`config.mk`:
```
export PLATFORM = sky130hd
export DESIGN_NAME = lut_tile
export DESIGN_NICKNAME = d
export VERILOG_FILES = /design/src/rtl/lut_tile_pkg.sv /design/src/rtl/cfg_chain.sv /design/src/rtl/lut_mux.sv /design/src/rtl/xbar_array.sv /design/src/rtl/lut_tile.sv
export SDC_FILE = /design/constraint.sdc
export NUM_CORES = 1
export LEC_CHECK = 0
export ABC_AREA = 0
export CAP_MARGIN = 10
export CELL_PAD_IN_SITES_DETAIL_PLACEMENT = 1
export CELL_PAD_IN_SITES_GLOBAL_PLACEMENT = 2
export CORE_UTILIZATION = 39
export DETAILED_ROUTE_END_ITERATION = 10
export HOLD_SLACK_MARGIN = 0.05
export MAX_ROUTING_LAYER = met4
export PLACE_DENSITY = 0.89
export SLEW_MARGIN = 5
export SYNTH_ARGS = -nofsm -noshare
export SYNTH_HDL_FRONTEND = slang
export SYNTH_SLANG_ARGS = --single-unit
```
`constraint.sdc`:
```
create_clock -name clk -period 3.2 [get_ports clk]
set_input_delay 0.48 -clock clk [delete_from_list [all_inputs] [get_ports clk]]
set_output_delay 0.48 -clock clk [all_outputs]
set_load 0.005 [all_outputs]
```
`src/rtl/lut_tile_pkg.sv`:
```
package lut_tile_pkg;

   // Total configuration bits held by a tile of the given shape.
   function automatic int chain_bits(input int luts, input int k,
                                     input int rows, input int cols);
      return luts * (1 << k) + rows * cols;
   endfunction

endpackage

```
`src/rtl/cfg_chain.sv`:
```
module cfg_chain #(
   parameter int LEN = 48
) (
   input  logic           clk,
   input  logic           rst_n,
   input  logic           shift_en,
   input  logic           din,
   output logic [LEN-1:0] q
);

   if (LEN < 2) begin : g_len_bad
      $error("cfg_chain needs at least two stages");
   end

   always_ff @(posedge clk or negedge rst_n) begin
      if (!rst_n)
         q <= '0;
      else if (shift_en)
         q <= {q[LEN-2:0], din};
   end


   cfg_hold_chk: assert property (@(posedge clk) disable iff (!rst_n)
      !shift_en |=> $stable(q));


   cfg_entry_chk: assert property (@(posedge clk) disable iff (!rst_n)
      shift_en |=> q[0] == $past(din));

endmodule

```
`src/rtl/lut_mux.sv`:
```
module lut_mux #(
   parameter int K = 3
) (
   input  logic [(1<<K)-1:0] table_bits,
   input  logic [K-1:0]      sel,
   output logic              y
);

   if (K < 1) begin : g_k_bad
      $error("lut_mux needs at least one select input");
   end

   assign y = table_bits[sel];

endmodule

```
`src/rtl/xbar_array.sv`:
```
module xbar_array #(
   parameter int ROWS = 4,
   parameter int COLS = 4
) (
   input  logic [ROWS*COLS-1:0] conn,
   input  logic [ROWS-1:0]      row_w,
   output logic [COLS-1:0]      col_w
);

   if (ROWS < 1 || COLS < 1) begin : g_dim_bad
      $error("xbar_array needs at least one row and one column");
   end

   for (genvar c = 0; c < COLS; c++) begin : g_col
      logic [ROWS-1:0] tap;
      logic [ROWS-1:0] sw;

      for (genvar r = 0; r < ROWS; r++) begin : g_row
         assign sw[r]  = conn[r*COLS + c];
         assign tap[r] = row_w[r] & sw[r];
      end

      assign col_w[c] = |tap;

      always_comb begin

         if (sw == '0)
            col_float_chk: assert (col_w[c] == 1'b0);

         if ((row_w & sw) != '0)
            col_connect_chk: assert (col_w[c] == 1'b1);
      end
   end

endmodule

```
`src/rtl/lut_tile.sv`:
```
module lut_tile #(
   parameter int NUM_LUTS    = 4,
   parameter int LUT_K       = 3,
   parameter int FIRST_LEVEL = 2,
   parameter int ROWS        = 4,
   parameter int COLS        = 4
) (
   input  logic                          clk,
   input  logic                          rst_n,
   input  logic                          cfg_en,
   input  logic                          cfg_din,
   output logic                          cfg_out,
   input  logic [NUM_LUTS*LUT_K-1:0]     lut_in,
   input  logic [ROWS-FIRST_LEVEL-1:0]   row_in,
   output logic [NUM_LUTS-1:0]           lut_out,
   output logic [COLS-1:0]               col_out
);

   localparam int TBL       = 1 << LUT_K;
   localparam int LUT_BITS  = NUM_LUTS * TBL;
   localparam int XBAR_BITS = ROWS * COLS;
   localparam int CHAIN_LEN = lut_tile_pkg::chain_bits(NUM_LUTS, LUT_K, ROWS, COLS);
   localparam int SECOND    = NUM_LUTS - FIRST_LEVEL;

   if (LUT_K < 3) begin : g_k_bad
      $error("lut_tile needs tables of three or more inputs");
   end
   if (FIRST_LEVEL < 1 || SECOND < 1) begin : g_level_bad
      $error("lut_tile needs tables on both levels");
   end
   if (ROWS <= FIRST_LEVEL) begin : g_rows_bad
      $error("lut_tile needs at least one externally driven row");
   end
   if (COLS < 2 * SECOND) begin : g_cols_bad
      $error("lut_tile needs two columns per second-level table");
   end

   logic [CHAIN_LEN-1:0] chain_q;
   logic [ROWS-1:0]      row_w;
   logic [COLS-1:0]      col_w;
   logic [SECOND-1:0]    unused_low_sel;

   cfg_chain #(.LEN(CHAIN_LEN)) u_chain (
      .clk      (clk),
      .rst_n    (rst_n),
      .shift_en (cfg_en),
      .din      (cfg_din),
      .q        (chain_q)
   );

   assign cfg_out = chain_q[CHAIN_LEN-1];

   // First-level tables read pins; second-level tables read columns.
   for (genvar g = 0; g < NUM_LUTS; g++) begin : g_lut
      logic [LUT_K-1:0] sel;

      if (g < FIRST_LEVEL) begin : g_pin
         assign sel = lut_in[g*LUT_K +: LUT_K];
      end else begin : g_routed
         assign sel = {lut_in[g*LUT_K+2 +: LUT_K-2],
                       col_w[2*(g-FIRST_LEVEL)+1],
                       col_w[2*(g-FIRST_LEVEL)]};
         assign unused_low_sel[g-FIRST_LEVEL] = ^lut_in[g*LUT_K +: 2];
      end

      lut_mux #(.K(LUT_K)) u_lut (
         .table_bits (chain_q[g*TBL +: TBL]),
         .sel        (sel),
         .y          (lut_out[g])
      );
   end

   assign row_w = {row_in, lut_out[FIRST_LEVEL-1:0]};

   xbar_array #(.ROWS(ROWS), .COLS(COLS)) u_xbar (
      .conn  (chain_q[LUT_BITS +: XBAR_BITS]),
      .row_w (row_w),
      .col_w (col_w)
   );

   assign col_out = col_w;


   cfg_tail_chk: assert property (@(posedge clk) disable iff (!rst_n)
      cfg_en |=> cfg_out == $past(chain_q[CHAIN_LEN-2]));

endmodule

```
==> summary by stage <==
Run status
The run finished with clean final reports.

Critical path
In this run the worst setup path begins at u_chain.q[5]. The critical path start-end classification is reg2out. The largest fanout on the critical path is 5. The worst setup path is launched from a flip-flop. The endpoint class of the critical path is an output pin. The reg-to-reg startpoint is u_chain.q[5]. The signal arrival time at the worst endpoint is 2.65 ns. Data on the critical path is required at its endpoint by 2.72 ns.

Cells and area
The number of diodes is 0. The core occupancy in the finished layout is 50.7%. In the final layout, the registers with the most flip-flops are u_chain.q x48. More flip-flops sit in one register than any other, and that register is u_chain.q. The final net count is 209. The number of fill cells is 567. The fraction of final layout cells sized beyond drive strength 1 is 50.5%.

The area growth from synthesis to layout is 25.2%. The register with the most flip-flops in the layout has 48 of them.

Timing
The number of setup violations in the final report is 0. The fmax is 319 MHz. The hold violation total from the final report is 0. Setup repair after global routing could not meet its margin everywhere. Summed over all failing endpoints, the final setup total negative slack is 0 ns.

At the pin with the least slew margin, the transition time is 1.04 ns. Measured against its own limit, the worst slew margin works out to 30.4%. The number of max-slew violations in the final report was 0. The minimum clock period after layout is 3.13 ns. Across the routed clock network, the largest skew measured is 0.00184 ns. The part of the cycle the worst path needs is 98.0%.

Route
In this run, the number of DRC markers left after iteration 0 of detailed routing was 48. The post-route antenna net violation count is 0. The wire length per cell is 17.0 µm. The pre-antenna-repair detailed-routing pass consisted of 4 iterations. The post-route DRC violation count is 0. The post-detailed-route via-to-cell ratio is 5.21. The final layout contains routed wiring with a total length of 4.49 mm. For this block, the via count after detailed routing is 1375.

Logic synthesis
Each instance of the synthesized netlist takes up on average 15.0 µm². The post-synthesis sequential area ratio is 54.2%. After synthesis, the cell types taking the most area are sky130_fd_sc_hd__dfrtp_1, sky130_fd_sc_hd__mux2_2, sky130_fd_sc_hd__mux2i_1, sky130_fd_sc_hd__a221oi_4, sky130_fd_sc_hd__mux4_1. After synthesis, the netlist uses 21 different library cells. The number of nets in the synthesized netlist is 166. After synthesis, the largest area contributor takes up 54.2% of total cell area. The count of mapped cells out of synthesis is 148. The cell area that synthesis handed to floorplanning was 0.00221 mm². The Yosys step of the flow raised 0 warnings. The number of flip-flops and latches in the synthesized netlist is 48. The top cell type by total area after synthesis is sky130_fd_sc_hd__dfrtp_1.

Clock network
The clock tree from TritonCTS is built. The number of H-tree branching levels is 2. The clock-pin slew on the worst setup and hold paths is 0.08 ns. For this design, the sink count on the clock tree is 48. Clock tree synthesis selected as its root buffer the cell sky130_fd_sc_hd__clkbuf_8. The number of CTS-inserted buffers is 5. The clock passes through at most 2 buffers. The clock reaches the later pin of the worst-skew pair after 0.30 ns.

Floorplan
The cell row count is 27. Measured along the x axis, the die boundary spans 77.4 µm. The height of the die is 77.4 µm. For this configuration, the core starts out at a cell density of 40.5%. The core outline area is 0.00547 mm². The die covers 0.00598 mm². The top-level port count is 27.

GRT
The initial antenna violation count is 0. Summed over all layers, the global routing overflow is 0. Global routing used 17.3% of the available tracks. The first global-routing pass estimated 7.84 mm of wire.

The pin count of the biggest net entering global routing is 49. The number of global-route vias before repair came to 1582.

Worst hold path
In this run the worst hold path is classified as in2async.

Pwr
The share of power burned in the clock network is 23.9%. In this run the static leakage power is 1.36 nW. Of the total power, registers draw 49.6%. Net switching is 27.5% of the power. The total net switching power is 493 µW. The logic gate share of total power is 26.5%. The total power density per cell area is 646 mW/mm². The total internal power is 1.30 mW. The worst vdd rail ir drop is 0.461 mV.

Job
Across the run, the number of max-cap violations was 0.

Placement
The routability congestion estimate from global placement is 0.742. The half-perimeter wire length of the detailed placement result is 2.96 mm. During placement, the flow inserted port buffers numbering 22.
[worst paths after layout]
check	end	slack [ns]	depth (start not counted)
hold reg to reg	u_chain.q[44]	0.54	1
setup reg to reg	u_chain.q[6]	2.31	2
max in group asynchronous	u_chain.q[21]	2.20	1
min in group clk	u_chain.q[44]	0.54	1
hold / removal	u_chain.q[43]	0.36	1
setup / recovery	lut_out[2]	0.07	9
[per-stage QoR]
step	cell area (µm²)	worst slack (ns)	total power, mW	hold slack (ns)	cells
final	2770	0.0650	1.79	0.364	264
after global routing	2770	-0.0934	1.90	0.451	264
after CTS	2720	-0.0182	1.81	0.398	259
after detailed placement	2520	-0.649	1.30	0.518	240
after global placement	2520	-0.528	1.26	0.504	240
after floorplan	2210	0.414	1.16	0.184	148
[cell usage in the layout, fill, tap and decap left out, types with 3 or more instances in the layout]
cell type	netlist	routed
sky130_fd_sc_hd__buf_6	0	5
sky130_fd_sc_hd__mux4_2	2	4
sky130_fd_sc_hd__a22o_1	4	4
sky130_fd_sc_hd__and3_1	4	4
sky130_fd_sc_hd__buf_4	4	18
sky130_fd_sc_hd__inv_1	5	5
sky130_fd_sc_hd__a221oi_4	2	3
sky130_fd_sc_hd__buf_2	0	5
sky130_fd_sc_hd__mux2i_1	6	5
sky130_fd_sc_hd__clkdlybuf4s50_1	0	12
sky130_fd_sc_hd__mux2_2	49	48
sky130_fd_sc_hd__nand3_1	4	4
sky130_fd_sc_hd__dfrtp_1	48	48
sky130_fd_sc_hd__clkbuf_8	0	5
[final cells by class]
cell class	count	area (µm²)	area share, %
flip-flops and latches	48	1200	43.3
multi-input cells	86	971	35.0
clock buffers	6	72.6	2.62
well taps	72	90.1	3.25
repair buffers	45	384	13.9
clock inverters	2	35.0	1.26
inverters	5	18.8	0.677
[critical path: stages (launching register included)]
cell	delay, ns
sky130_fd_sc_hd__dfrtp_1	0.40
sky130_fd_sc_hd__mux4_2	0.48
sky130_fd_sc_hd__mux2_4	0.35
sky130_fd_sc_hd__buf_6	0.15
sky130_fd_sc_hd__a221oi_4	0.25
sky130_fd_sc_hd__buf_4	0.16
sky130_fd_sc_hd__mux2i_2	0.21
sky130_fd_sc_hd__nand3_1	0.08
sky130_fd_sc_hd__and3_1	0.17
sky130_fd_sc_hd__buf_2	0.12
[synth_stat cells, drive strengths merged]
| cell type | number |
|---|---|
| a221o | 1 |
| buf | 5 |
| mux2 | 50 |
| a22oi | 2 |
| a22o | 4 |
| a221oi | 3 |
| nor2 | 2 |
| a31o | 2 |
| dfrtp | 48 |
| mux2i | 6 |
| and2 | 2 |
| clkbuf | 4 |
| a2111oi | 2 |
| inv | 5 |
| mux4 | 4 |
| nand3 | 4 |
| and3 | 4 |
[metal layers]
metal | track usage [%] | wire, µm
met1 | 21.5 | 2000
met2 | 28.1 | 2320
met3 | 3.88 | 117
met4 | 5.28 | 57
met5 | - | 0
[logic make-up (layout without fill, tap and decap cells)]
group           Yosys count  after routing  synth area share, %
mux                      60             60                 32.7
flops                    48             48                 54.2
simple gates             12             12                 2.94
buf+inv                  14             58                 3.05
compound gates           14             14                 7.06
[power groups by stage]
| stage | Combinational (mW) | Sequential, mW | Clock [mW] |
|---|---|---|---|
| 6_report | 0.474 | 0.889 | 0.428 |
| 5_1_grt | 0.521 | 0.915 | 0.462 |
| 4_1_cts | 0.476 | 0.888 | 0.442 |
| 3_5_place_dp | 0.397 | 0.901 | 0 |
| 3_3_place_gp | 0.372 | 0.886 | 0 |
| 2_1_floorplan | 0.305 | 0.851 | 0 |
[repair_timing]
item	CTS	global route
gates cloned	0	0
hold buffers	0	0
pin swaps	5	6
setup buffers	11	5
setup endpoints to repair	6	5
resized for setup	27	6
(Power assumes the default switching activity.)
